--- src/rtl/alu8_pkg.sv ---
package alu8_pkg;
  localparam int DW = 8;
  localparam int NW = DW / 2;
  localparam int BCD_MAX = 9;

  typedef enum logic [3:0] {
    OP_ADD = 4'd0, OP_ADC = 4'd1, OP_SUB = 4'd2, OP_SBB = 4'd3,
    OP_CMP = 4'd4, OP_INC = 4'd5, OP_DEC = 4'd6, OP_AND = 4'd7,
    OP_OR  = 4'd8, OP_XOR = 4'd9, OP_RLC = 4'd10, OP_RAL = 4'd11,
    OP_RRC = 4'd12, OP_RAR = 4'd13, OP_DAA = 4'd14, OP_NOP = 4'd15
  } alu_op_e;

  localparam int FB_CY = 0;
  localparam int FB_P  = 2;
  localparam int FB_AC = 4;
  localparam int FB_Z  = 6;
  localparam int FB_S  = 7;

  localparam logic [DW-1:0] MSK_ALL   = 8'hD5;
  localparam logic [DW-1:0] MSK_NOCY  = 8'hD4;
  localparam logic [DW-1:0] MSK_CY    = 8'h01;
endpackage

--- src/rtl/alu8_adder.sv ---
module alu8_adder
  import alu8_pkg::*;
(
  input  logic [DW-1:0] x_i,
  input  logic [DW-1:0] y_i,
  input  logic          ci_i,
  output logic [DW-1:0] sum_o,
  output logic          c_full_o,
  output logic          c_half_o
);
  localparam int HW = DW - NW;

  logic [NW:0] lo_sum;
  logic [HW:0] hi_sum;

  always_comb begin
    lo_sum = {1'b0, x_i[NW-1:0]} + {1'b0, y_i[NW-1:0]} + {{NW{1'b0}}, ci_i};
    hi_sum = {1'b0, x_i[DW-1:NW]} + {1'b0, y_i[DW-1:NW]} + {{HW{1'b0}}, lo_sum[NW]};
  end

  assign sum_o    = {hi_sum[HW-1:0], lo_sum[NW-1:0]};
  assign c_full_o = hi_sum[HW];
  assign c_half_o = lo_sum[NW];
endmodule

--- src/rtl/alu8_arith.sv ---
module alu8_arith
  import alu8_pkg::*;
(
  input  alu_op_e       op_i,
  input  logic [DW-1:0] a_i,
  input  logic [DW-1:0] b_i,
  input  logic          cy_i,
  output logic [DW-1:0] res_o,
  output logic          cy_o,
  output logic          ac_o
);
  logic [DW-1:0] y_sel;
  logic          ci_sel;
  logic          c_full;
  logic          is_sub;

  always_comb begin
    y_sel  = b_i;
    ci_sel = 1'b0;
    is_sub = 1'b0;
    case (op_i)
      OP_ADC: ci_sel = cy_i;
      OP_SUB, OP_CMP: begin
        y_sel  = ~b_i;
        ci_sel = 1'b1;
        is_sub = 1'b1;
      end
      OP_SBB: begin
        y_sel  = ~b_i;
        ci_sel = ~cy_i;
        is_sub = 1'b1;
      end
      OP_INC: begin
        y_sel  = '0;
        ci_sel = 1'b1;
      end
      OP_DEC: y_sel = '1;
      default: ;
    endcase
  end

  alu8_adder u_add (
    .x_i      (a_i),
    .y_i      (y_sel),
    .ci_i     (ci_sel),
    .sum_o    (res_o),
    .c_full_o (c_full),
    .c_half_o (ac_o)
  );

  assign cy_o = is_sub ? ~c_full : c_full;
endmodule

--- src/rtl/alu8_logic_rot.sv ---
module alu8_logic_rot
  import alu8_pkg::*;
(
  input  alu_op_e       op_i,
  input  logic [DW-1:0] a_i,
  input  logic [DW-1:0] b_i,
  input  logic          cy_i,
  output logic [DW-1:0] res_o,
  output logic          cy_o,
  output logic          ac_o
);
  always_comb begin
    res_o = a_i;
    cy_o  = 1'b0;
    ac_o  = 1'b0;
    case (op_i)
      OP_AND: begin
        res_o = a_i & b_i;
        ac_o  = 1'b1;
      end
      OP_OR:  res_o = a_i | b_i;
      OP_XOR: res_o = a_i ^ b_i;
      OP_RLC: begin
        res_o = {a_i[DW-2:0], a_i[DW-1]};
        cy_o  = a_i[DW-1];
      end
      OP_RAL: begin
        res_o = {a_i[DW-2:0], cy_i};
        cy_o  = a_i[DW-1];
      end
      OP_RRC: begin
        res_o = {a_i[0], a_i[DW-1:1]};
        cy_o  = a_i[0];
      end
      OP_RAR: begin
        res_o = {cy_i, a_i[DW-1:1]};
        cy_o  = a_i[0];
      end
      default: ;
    endcase
  end
endmodule

--- src/rtl/alu8_daa.sv ---
module alu8_daa
  import alu8_pkg::*;
(
  input  logic [DW-1:0] a_i,
  input  logic          cy_i,
  input  logic          ac_i,
  output logic [DW-1:0] res_o,
  output logic          cy_o,
  output logic          ac_o
);
  localparam logic [DW-1:0] LO_FIX = DW'(6);
  localparam logic [DW-1:0] HI_FIX = DW'(6) << NW;

  logic          lo_need;
  logic          hi_need;
  logic [NW:0]   lo_step;
  logic [DW:0]   mid;

  always_comb begin
    lo_need = (a_i[NW-1:0] > NW'(BCD_MAX)) || ac_i;
    lo_step = {1'b0, a_i[NW-1:0]} + (lo_need ? (NW+1)'(6) : '0);
    mid     = {1'b0, a_i} + {1'b0, (lo_need ? LO_FIX : '0)};
    hi_need = (mid[DW-1:NW] > (DW-NW)'(BCD_MAX)) || cy_i || mid[DW];
    res_o   = mid[DW-1:0] + (hi_need ? HI_FIX : '0);
    cy_o    = hi_need;
    ac_o    = lo_step[NW];
  end
endmodule

--- src/rtl/alu8_flags.sv ---
module alu8_flags
  import alu8_pkg::*;
(
  input  logic [DW-1:0] val_i,
  input  logic          cy_i,
  input  logic          ac_i,
  input  logic [DW-1:0] mask_i,
  output logic [DW-1:0] flags_o
);
  logic [DW-1:0] raw;

  always_comb begin
    raw        = '0;
    raw[FB_S]  = val_i[DW-1];
    raw[FB_Z]  = (val_i == '0);
    raw[FB_AC] = ac_i;
    raw[FB_P]  = ~^val_i;
    raw[FB_CY] = cy_i;
  end

  assign flags_o = raw & mask_i;
endmodule

--- src/rtl/alu8_core.sv ---
module alu8_core
  import alu8_pkg::*;
(
  input  logic [7:0] a_i,
  input  logic [7:0] b_i,
  input  logic       cy_i,
  input  logic       ac_i,
  input  logic [3:0] op_i,
  output logic [7:0] res_o,
  output logic [7:0] flags_o,
  output logic [7:0] wmask_o,
  output logic       res_we_o
);
  alu_op_e       op;
  logic [DW-1:0] ar_res, lr_res, da_res;
  logic          ar_cy, ar_ac, lr_cy, lr_ac, da_cy, da_ac;
  logic [DW-1:0] val;
  logic          sel_cy, sel_ac;

  assign op = alu_op_e'(op_i);

  alu8_arith u_arith (
    .op_i (op), .a_i (a_i), .b_i (b_i), .cy_i (cy_i),
    .res_o (ar_res), .cy_o (ar_cy), .ac_o (ar_ac)
  );

  alu8_logic_rot u_lrot (
    .op_i (op), .a_i (a_i), .b_i (b_i), .cy_i (cy_i),
    .res_o (lr_res), .cy_o (lr_cy), .ac_o (lr_ac)
  );

  alu8_daa u_daa (
    .a_i (a_i), .cy_i (cy_i), .ac_i (ac_i),
    .res_o (da_res), .cy_o (da_cy), .ac_o (da_ac)
  );

  always_comb begin
    val      = a_i;
    sel_cy   = 1'b0;
    sel_ac   = 1'b0;
    wmask_o  = MSK_ALL;
    res_we_o = 1'b1;
    res_o    = a_i;
    case (op)
      OP_ADD, OP_ADC, OP_SUB, OP_SBB: begin
        val = ar_res; sel_cy = ar_cy; sel_ac = ar_ac; res_o = ar_res;
      end
      OP_CMP: begin
        val = ar_res; sel_cy = ar_cy; sel_ac = ar_ac; res_we_o = 1'b0;
      end
      OP_INC, OP_DEC: begin
        val = ar_res; sel_ac = ar_ac; res_o = ar_res; wmask_o = MSK_NOCY;
      end
      OP_AND, OP_OR, OP_XOR: begin
        val = lr_res; sel_cy = lr_cy; sel_ac = lr_ac; res_o = lr_res;
      end
      OP_RLC, OP_RAL, OP_RRC, OP_RAR: begin
        val = lr_res; sel_cy = lr_cy; res_o = lr_res; wmask_o = MSK_CY;
      end
      OP_DAA: begin
        val = da_res; sel_cy = da_cy; sel_ac = da_ac; res_o = da_res;
      end
      default: begin
        wmask_o  = '0;
        res_we_o = 1'b0;
      end
    endcase
  end

  alu8_flags u_flags (
    .val_i (val), .cy_i (sel_cy), .ac_i (sel_ac),
    .mask_i (wmask_o), .flags_o (flags_o)
  );
endmodule

--- config.mk ---
export PLATFORM = sky130hd
export DESIGN_NAME = alu8_core
export DESIGN_NICKNAME = d
export VERILOG_FILES = /design/src/rtl/alu8_pkg.sv /design/src/rtl/alu8_adder.sv /design/src/rtl/alu8_arith.sv /design/src/rtl/alu8_logic_rot.sv /design/src/rtl/alu8_daa.sv /design/src/rtl/alu8_flags.sv /design/src/rtl/alu8_core.sv
export SDC_FILE = /design/constraint.sdc
export NUM_CORES = 1
export LEC_CHECK = 0
export BUFFER_PORTS_ARGS = -buffer_cell sky130_fd_sc_hd__buf_2
export CORE_ASPECT_RATIO = 1.4
export CORE_MARGIN = 1.5
export CORE_UTILIZATION = 61
export DETAILED_ROUTE_END_ITERATION = 10
export GPL_TIMING_DRIVEN = 0
export PLACE_DENSITY = 0.83
export SYNTH_ARGS = -nofsm -noshare
export SYNTH_HDL_FRONTEND = slang
export SYNTH_HIERARCHICAL = 1
export SYNTH_SLANG_ARGS = --single-unit
export TNS_END_PERCENT = 100
--- constraint.sdc ---
create_clock -name vclk -period 10.4
set_clock_uncertainty 0.1 [all_clocks]
set_input_delay 3.12 -clock vclk [all_inputs]
set_output_delay 3.12 -clock vclk [all_outputs]
set_load 0.01 [all_outputs]
==> flow_metrics.env, run 1 <==
export IMPL_coreArea_mm2=0.00427
export IMPL_p_leak_nw=1.60
export IMPL_power_frac_clock_pct=0
export IMPL_antenna_found_initial=0
export IMPL_setup_viol=1
export IMPL_relSlewSlack_pct=61.8
export IMPL_gp_congestion=0.944
export IMPL_ir_drop_v=0.0000323
export IMPL_ys_seq_area_share_pct=0
export IMPL_hpwl_mm=6.39
export IMPL_numPortBuffers=41
export IMPL_gr_usage_met1_pct=40.9
export IMPL_path_class="in -> out"
export IMPL_routed_via_density=6.44
export IMPL_drv_cap=0
export IMPL_grt_pass1_wl_mm=13.4
export IMPL_drt_iter0_markers=355
export IMPL_syn_inst=394
export IMPL_syn_area_mm2=0.00276
export IMPL_startpoint_type="input port"
export IMPL_ios=47
export IMPL_hold_violations=0
export IMPL_wl_per_cell_um=17.8
export IMPL_layout_nets=512
export IMPL_final_antenna_net_count=0
export IMPL_max_freq_mhz=95.7
export IMPL_drv_slew=0
export IMPL_hold_buffers=0
export IMPL_period_share_pct=101
export IMPL_hold_path_class="in -> out"
export IMPL_seqPwrFrac_pct=0
export IMPL_failed_checks="negative setup slack"
export IMPL_switching_power_mw=0.118
export IMPL_seq_area_um2=0
export IMPL_grt_use_met3_pct=1.40
export IMPL_end_kind="primary output"
export IMPL_period_needed_ns=10.45
export IMPL_yosysUniqueCellTypes=61
export IMPL_utilization_pct=77.8
export IMPL_worst_path_max_fanout=3
export IMPL_drive_above_1_share_pct=28.5
export IMPL_yosysWarnings=6
export IMPL_die_x_um=59.8
export IMPL_switching_share_pct=54.3
export IMPL_grt_max_degree=22
export IMPL_die_h_um=82.6
export IMPL_seq_cell_count=0
export IMPL_fin_hold_ws_ns=6.62
export IMPL_busiest_layer="met2"
export IMPL_grt_usage_pct=34.7
export IMPL_path_cells="buf_12 > o21ai_2 > nand2b_1 > ha_4 > fa_2 > nor2b_1 > mux2_4 > a221o_1 > ha_2 > fa_2 > xor2_2 > xnor2_1 > nand3b_1 > a21o_1 > a22oi_2 > inv_2 > ha_4 > xor2_1 > xnor2_1 > and2_1 > buf_2"
export IMPL_layout_common_cells="44 x buf_2, 42 x inv_1, 34 x buf_4, 34 x o21ai_0"
export IMPL_grt_pass1_vias=2883
export IMPL_worstPathArrival_ns=7.23
export IMPL_syn_to_final_growth_pct=20.6
export IMPL_initial_core_util_pct=64.5
export IMPL_die_area_mm2=0.00494
export IMPL_vias=3303
export IMPL_p_per_area_mw_per_mm2=65.2
export IMPL_required_ns=7.18
export IMPL_layout_commonest_cell="buf_2"
export IMPL_grt_util_met2_pct=62.4
export IMPL_routed_wl_mm=9.11
export IMPL_diodes=0
export IMPL_syn_area_per_cell_um2=7.00
export IMPL_power_mw=0.217
export IMPL_run_status="finished, violations left"
export IMPL_firstDrtPassIters=7
export IMPL_overflow=0
export IMPL_p_int_mw=0.0991
export IMPL_cp_slowest_stage_delay_ns=0.38
export IMPL_rsz0062_at_grt="yes"
export IMPL_clock_buffers=0
export IMPL_fillerInstances=331
export IMPL_rows=28
export IMPL_drc=0
export IMPL_slowest_stage="fa_2"
export IMPL_worstMarginPinSlew_ns=0.571
export IMPL_comb_power_share_pct=100.0
export IMPL_setup_slack_ns=-0.0530
==> layout make-up <==
type               instances  area [um^2]  area share, %
multi-input cells        313         2430           72.9
repair buffers            56          374           11.2
well taps                 60         75.1           2.26
inverters                 46          173           5.19
plain buffers             38          279           8.39
==> critical path, delay by kind of cell <==
| kind | cells | cell delay [ns] |
|---|---|---|
| xor+xnor | 4 | 0.68 |
| simple gates | 4 | 0.54 |
| buf+inv | 3 | 0.29 |
| fa+ha+maj | 5 | 1.36 |
| mux | 1 | 0.26 |
| compound gates | 4 | 0.97 |
==> logic make-up (layout without fill, tap and decap cells) <==
family,Yosys count,count (layout),synth area share [%]
xor+xnor,17,17,5.40
compound gates,126,126,31.4
other cells,2,6,0.272
buf+inv,85,140,16.4
fa+ha+maj,35,35,17.5
mux,3,3,1.72
simple gates,126,126,27.3
==> path summary, 6_finish.rpt <==
| path | from | end | slack, ns | cells past startpoint |
|---|---|---|---|---|
| setup / recovery | a_i[2] | flags_o[2] | -0.05 | 21 |
| hold / removal | op_i[3] | res_we_o | 6.62 | 4 |
==> per-stage QoR <==
stage	instance area [um^2]	std cells	TNS (ns)	setup slack (ns)
floorplan	2770	398	0	0.244
detailed placement	3050	499	-0.415	-0.415
CTS	3170	503	0	0.000882
finish	3330	513	-0.0530	-0.0530
global placement	3050	499	-0.381	-0.381
global route	3330	513	-0.156	-0.156
==> timing repair <==
| item | in CTS | in global routing |
|---|---|---|
| setup buffers | 5 | 10 |
| pin swaps | 8 | 20 |
| endpoints found under the hold margin | 0 | 0 |
| resized for setup | 21 | 21 |
| endpoints found under the setup margin | 1 | 1 |
==> metal layers <==
| layer | wire length, um | share of wire [%] |
|---|---|---|
| met1 | 3450 | 38 |
| met2 | 4580 | 50 |
| met3 | 667 | 7.3 |
| met4 | 418 | 4.6 |
| met5 | 0 | 0 |
==> synth_stat cells, types with 2 or more instances <==
cell / instances / area [um^2]
a21boi_0: 2 / 15.0
a21o_1: 13 / 97.6
a21oi_1: 23 / 115
a221o_1: 9 / 90.1
a221oi_1: 7 / 61.3
a221oi_2: 3 / 45.0
a22oi_1: 9 / 67.6
a31oi_1: 4 / 25.0
and2_1: 6 / 37.5
and4_2: 2 / 20.0
and4b_1: 8 / 80.1
buf_2: 11 / 55.1
buf_4: 18 / 135
buf_6: 5 / 56.3
clkbuf_1: 2 / 7.51
conb_1: 2 / 7.51
fa_1: 6 / 120
ha_1: 29 / 363
inv_1: 45 / 169
nand2_1: 25 / 93.8
nand2_2: 2 / 12.5
nand2b_1: 3 / 18.8
nand3_1: 12 / 60.1
nand3b_1: 20 / 150
nor2_1: 23 / 86.3
nor2b_1: 5 / 31.3
nor3_1: 3 / 15.0
nor3b_1: 2 / 15.0
o2111ai_1: 8 / 70.1
o211ai_1: 2 / 15.0
o21ai_0: 35 / 175
o21ai_1: 2 / 10.0
o32a_1: 2 / 20.0
or2_2: 4 / 25.0
xnor2_1: 8 / 70.1
xor2_1: 9 / 78.8
==> power by group through the flow <==
stage / clock (mW) / sequential [mW] / combinational, mW
after floorplan: 0 / 0 / 0.135
after global placement: 0 / 0 / 0.186
after detailed placement: 0 / 0 / 0.190
after CTS: 0 / 0 / 0.198
after global routing: 0 / 0 / 0.235
final: 0 / 0 / 0.217
Note: power is estimated with default switching activity, not from simulation.
==> run 2: changes to the inputs <==
Settings changed: CORE_UTILIZATION 61 to 59, SYNTH_HIERARCHICAL 1 to unset.
==> run 2 against run 1 <==
Against the previous run: the run still ends with negative setup slack left; routed wire length decreased by 17%; die area decreased by 18%; largest cell class unchanged; final cell count down 23%; worst hold slack got worse by 0.15 ns; largest power group unchanged; flip-flop and latch count unchanged.
==> flow_metrics.env, run 2 <==
export IMPL_run_status="finished, violations left"
export IMPL_failed_checks="negative setup slack"
export IMPL_synth_top_family_by_area="compound AO/OA/AOI/OAI gates"
export IMPL_drt_iter0_markers=179
export IMPL_path_cells="buf_12 > o21ai_2 > nand2b_1 > ha_4 > inv_2 > fa_2 > and4b_4 > a21oi_2 > a31oi_1 > a221o_1 > ha_2 > ha_4 > nand2b_4 > or4_4 > o31ai_4 > o41ai_2 > o22a_1 > ha_1 > xor2_1 > xnor2_1 > nor2_1 > buf_2"
export IMPL_yosysTopAreaCell="ha_1"
export IMPL_max_freq_mhz=95.5
export IMPL_syn_to_final_growth_pct=31.8
export IMPL_worstPathArrival_ns=7.25
export IMPL_layout_commonest_cell="buf_2"
export IMPL_end_kind="primary output"
export IMPL_initial_core_util_pct=62.8
export IMPL_grt_usage_pct=34.6
export IMPL_syn_inst=289
export IMPL_ios=47
export IMPL_synth_simple_area_share_pct=20.0
export IMPL_drive_above_1_share_pct=39.2
export IMPL_setup_slack_ns=-0.0741
export IMPL_diodes=0
export IMPL_grt_pass1_vias=2223
export IMPL_coreArea_mm2=0.00344
export IMPL_place_ws_ns=-0.486
export IMPL_syn_area_per_cell_um2=7.48
export IMPL_yosysUniqueCellTypes=61
export IMPL_layout_nets=414
export IMPL_syn_area_mm2=0.00216
export IMPL_synthMuxAreaShare_pct=8.22
export IMPL_hold_path_class="in -> out"
export IMPL_required_ns=7.18
export IMPL_worst_path_max_fanout=5
export IMPL_yosysMostFrequentCell="ha_1"
export IMPL_p_per_area_mw_per_mm2=68.9
export IMPL_post_dp_cell_area_mm2=0.00242
export IMPL_firstDrtPassIters=5
export IMPL_seq_area_um2=0
export IMPL_worstMarginPinSlew_ns=0.863
export IMPL_antenna_found_initial=0
export IMPL_seq_cell_count=0
export IMPL_ys_top_cells_by_area="ha_1 17%, mux4_2 7.3%, fa_1 4.6%"
export IMPL_hpwl_mm=5.13
export IMPL_period_share_pct=101
export IMPL_yosysTopAreaCellShare_pct=17.4
export IMPL_die_area_mm2=0.00404
export IMPL_gp_congestion=0.936
export IMPL_ys_seq_area_share_pct=0
export IMPL_rows=25
export IMPL_synth_compound_area_share_pct=30.3
export IMPL_min_to="res_o[1]"
export IMPL_relSlewSlack_pct=42.0
export IMPL_synthAdderAreaFrac_pct=22.0
export IMPL_path_class="in -> out"
export IMPL_slowest_stage="or4_4"
export IMPL_drv_slew=0
export IMPL_crit_buf_inv=3
export IMPL_yosysWarnings=0
export IMPL_hold_buffers=0
export IMPL_setup_viol=1
export IMPL_critPathTopFamily="compound AO/OA/AOI/OAI gates"
export IMPL_final_antenna_net_count=0
export IMPL_grt_pass1_wl_mm=10.4
export IMPL_cp_slowest_stage_delay_ns=0.53
export IMPL_layout_common_cells="39 x buf_2, 37 x buf_4, 26 x nand2_1, 26 x ha_1, 22 x inv_1"
export IMPL_drc=0
export IMPL_clock_buffers=0
export IMPL_fillerInstances=235
export IMPL_p_leak_nw=1.37
export IMPL_numPortBuffers=39
export IMPL_hold_violations=0
export IMPL_cpMostUsedCell="ha_4"
export IMPL_routed_wl_mm=7.57
export IMPL_grt_max_degree=17
export IMPL_whs_path_depth=4
export IMPL_period_needed_ns=10.47
export IMPL_fin_hold_ws_ns=6.48
export IMPL_vias=2627
export IMPL_wl_per_cell_um=19.2
export IMPL_stdcell_area_mm2=0.00285
export IMPL_die_h_um=74.6
export IMPL_drv_cap=0
export IMPL_ir_drop_v=0.0000659
export IMPL_overflow=0
export IMPL_routed_via_density=6.65
export IMPL_synthTopCellsByCount="30 x ha_1, 26 x nand2_1, 25 x inv_1"
export IMPL_startpoint_type="input port"
export IMPL_hp_start="a_i[1]"
export IMPL_synth_xor_area_share_pct=5.67
export IMPL_die_x_um=54.1
==> run 2: changes by cell type after synthesis, sizes merged, moves of 5 or more <==
cell	delta
o21ai	-22
nand3b	-20
inv	-18
buf	-10
a21o	-9
o2111ai	-8
and4b	-7
nand3	-7
a21oi	-6
mux4	+6
o22ai	+6
xor2	-6
a221oi	-5
and2	-5
==> run 2: cells by family (layout without fill, tap and decap cells) <==
group,count (synthesis),in the layout
AOI/OAI and AO/OA,90,90
adders and majority gates,35,35
muxes,9,9
buffers and inverters,57,118
xor gates and xnor gates,14,14
other,1,6
and+or+nand+nor,83,83
==> run 2: worst max-delay path by stage <==
stage                     startpoint         end  depth (start not counted)
after floorplan              op_i[3]  flags_o[2]                         20
after global placement       op_i[3]  flags_o[2]                         21
after detailed placement     op_i[3]  flags_o[2]                         21
after CTS                    op_i[2]  flags_o[2]                         22
after global routing          a_i[2]  flags_o[2]                         22
final                         a_i[2]  flags_o[2]                         22
==> run 2: what timing repair did <==
action	in CTS	in global routing
setup buffers	7	19
pin swaps	11	20
resized for setup	24	50
setup endpoints to repair	3	1
==> run 2: routing by layer <==
metal	wire length [um]	GRT usage (%)	share of wire [%]	up-vias
li1	-	-	-	1183
met1	2650	44.1	35	1215
met2	3790	57.4	50	185
met3	766	3.82	10	44
met4	369	15.6	4.9	0
met5	0	0	0	-
==> run 2: tightest hold or removal path, stage by stage <==
cell and delay [ns]:
buf_12 0.09, a22oi_1 0.07, nand2_1 0.06, buf_2 0.12
==> run 2: final cells by class <==
cell class	instances	area, um^2	share of cell area, %
inverter	28	113	3.95
buffer	25	209	7.33
multi-input combinational	237	2040	71.8
tap	40	50.0	1.76
timing repair buffer	65	433	15.2
==> run 2: per-stage QoR <==
stage / utilization [%] / power (mW) / TNS [ns] / std cells
floorplan: - / 0.117 / 0 / 294
global placement: 70.5 / 0.158 / -0.440 / 373
detailed placement: 70.5 / 0.163 / -0.703 / 373
CTS: 73.9 / 0.171 / 0 / 379
global route: 82.8 / 0.211 / -0.196 / 395
finish: 82.8 / 0.196 / -0.0741 / 395
==> run 2: report_power, final <==
part	switching (mW)	internal (mW)	leakage (nW)
logic	0.104	0.0919	1.37
clock network	0	0	0
registers	0	0	0
==> run 3: changes to the inputs <==
Settings changed: CORE_UTILIZATION 59 to 35, PLACE_DENSITY 0.83 to 0.52.
==> run 3 against run 2 <==
Against the previous run: the flow now finishes without violations; critical endpoint unchanged; count of clock-buffer cells in the layout unchanged; routed wire length shrank 3.9%; power fell by 3.6%; global-route usage down 14 points; worst hold slack improved by 0.15 ns.
==> flow_metrics.env, run 3 (same netlist as run 2, synthesis figures left out) <==
export IMPL_run_status="finished, final reports clean"
export IMPL_ios=47
export IMPL_p_leak_nw=1.33
export IMPL_coreArea_mm2=0.00590
export IMPL_slowest_stage="or4_4"
export IMPL_die_area_mm2=0.00666
export IMPL_drv_slew=0
export IMPL_rsz0062_at_grt="yes"
export IMPL_die_h_um=96.0
export IMPL_drive_above_1_share_pct=37.0
export IMPL_seqPwrFrac_pct=0
export IMPL_ir_drop_v=0.0000305
export IMPL_grt_pass1_vias=2153
export IMPL_worstPathArrival_ns=7.04
export IMPL_comb_power_share_pct=100.0
export IMPL_hold_buffers=0
export IMPL_layout_nets=408
export IMPL_antenna_found_initial=0
export IMPL_drv_cap=0
export IMPL_final_antenna_net_count=0
export IMPL_utilization_pct=47.6
export IMPL_overflow=0
export IMPL_p_per_area_mw_per_mm2=67.3
export IMPL_switching_share_pct=52.4
export IMPL_diodes=0
export IMPL_drc=0
export IMPL_cp_slowest_stage_delay_ns=0.54
export IMPL_setup_viol=0
export IMPL_routed_wl_mm=7.28
export IMPL_initial_core_util_pct=36.6
export IMPL_seq_cell_count=0
export IMPL_path_cells="buf_12 > o21ai_2 > nand2b_1 > ha_2 > inv_2 > fa_2 > and4b_4 > o21ai_2 > a221o_1 > ha_2 > ha_4 > nand2b_4 > or4_4 > o31ai_4 > o41ai_4 > o22a_1 > ha_4 > xor2_2 > xnor2_1 > nor2_1 > buf_2"
export IMPL_power_mw=0.189
export IMPL_grt_pass1_wl_mm=11.1
export IMPL_period_share_pct=98.6
export IMPL_gp_congestion=0.847
export IMPL_worstMarginPinSlew_ns=0.731
export IMPL_worst_path_max_fanout=3
export IMPL_p_int_mw=0.0901
export IMPL_power_frac_clock_pct=0
export IMPL_syn_to_final_growth_pct=30.1
export IMPL_grt_max_degree=20
export IMPL_firstDrtPassIters=4
export IMPL_numPortBuffers=39
export IMPL_wl_per_cell_um=17.4
export IMPL_stdcell_area_mm2=0.00281
export IMPL_layout_common_cells="39 x buf_2, 34 x buf_4, 26 x nand2_1, 26 x ha_1, 23 x inv_1"
export IMPL_end_kind="primary output"
export IMPL_multi_input_comb_area_mm2=0.00203
export IMPL_routed_via_density=5.63
export IMPL_fillerInstances=611
export IMPL_rows=33
export IMPL_drt_iter0_markers=93
export IMPL_hpwl_mm=5.66
export IMPL_required_ns=7.18
export IMPL_clock_buffers=0
export IMPL_startpoint_type="input port"
export IMPL_period_needed_ns=10.26
export IMPL_hold_violations=0
export IMPL_post_dp_cell_area_mm2=0.00246
export IMPL_whs_path_depth=3
export IMPL_relSlewSlack_pct=50.9
export IMPL_grt_usage_pct=20.8
export IMPL_switching_power_mw=0.0992
export IMPL_vias=2359
export IMPL_max_freq_mhz=97.5
export IMPL_hold_path_class="in -> out"
export IMPL_die_x_um=69.4
export IMPL_seq_area_um2=0
export IMPL_path_class="in -> out"
export IMPL_layout_commonest_cell="buf_2"
[run 3: cell count changes in the layout (fill, tap and decap cells not counted), moves of 3 or more]
| cell | change |
|---|---|
| a21oi_1 | +3 |
| a21oi_2 | -3 |
| buf_4 | -3 |
| buf_6 | -3 |
[run 3: power groups by stage]
stage	Sequential [mW]	Clock, mW	Combinational, mW
after floorplan	0	0	0.117
after global placement	0	0	0.164
after detailed placement	0	0	0.164
after CTS	0	0	0.174
after global routing	0	0	0.208
final	0	0	0.189
[run 3: stage by stage]
step | hold WS (ns) | setup slack [ns] | cells | TNS [ns]
floorplan | 6.30 | 0.240 | 294 | 0
global placement | 6.62 | -0.489 | 403 | -0.666
detailed placement | 6.60 | -0.529 | 403 | -0.767
CTS | 6.58 | 0.00842 | 408 | 0
global route | 6.63 | -0.0346 | 419 | -0.0346
finish | 6.63 | 0.142 | 419 | 0
[run 3: path summary, 6_finish.rpt]
check,startpoint,end,slack [ns]
min,a_i[0],res_o[0],6.63
max,a_i[2],flags_o[2],0.14
[run 3: worst max-delay path: cells and delay by family]
kind,cells,cell delay [ns]
buffers and inverters,3,0.24
AOI/OAI and AO/OA,6,0.95
xor gates and xnor gates,2,0.29
adders and majority gates,5,1.19
and+or+nand+nor,5,1.23
[run 3: routing by layer]
metal	vias to the layer above	global-route usage, %	part of all wire (%)
met5	-	0	0
met4	0	5.56	2.3
met3	15	0.942	4.4
met2	81	38.1	51
met1	1095	26.9	43
li1	1168	-	-
[run 3: what timing repair did]
action                                  4_1_cts  5_1_grt
pin swaps                                    11       18
endpoints found under the hold margin         0        0
buffers inserted                              7       14
endpoints found under the setup margin        3        1
resized for setup                            25       37
gates cloned                                  0        0
[run 3: area by class of cell]
cell class                 instances  area share [%]
buffer                            24            6.76
tap                               70            3.12
inverter                          28            3.83
timing repair buffer              60            14.1
multi-input combinational        237            72.2
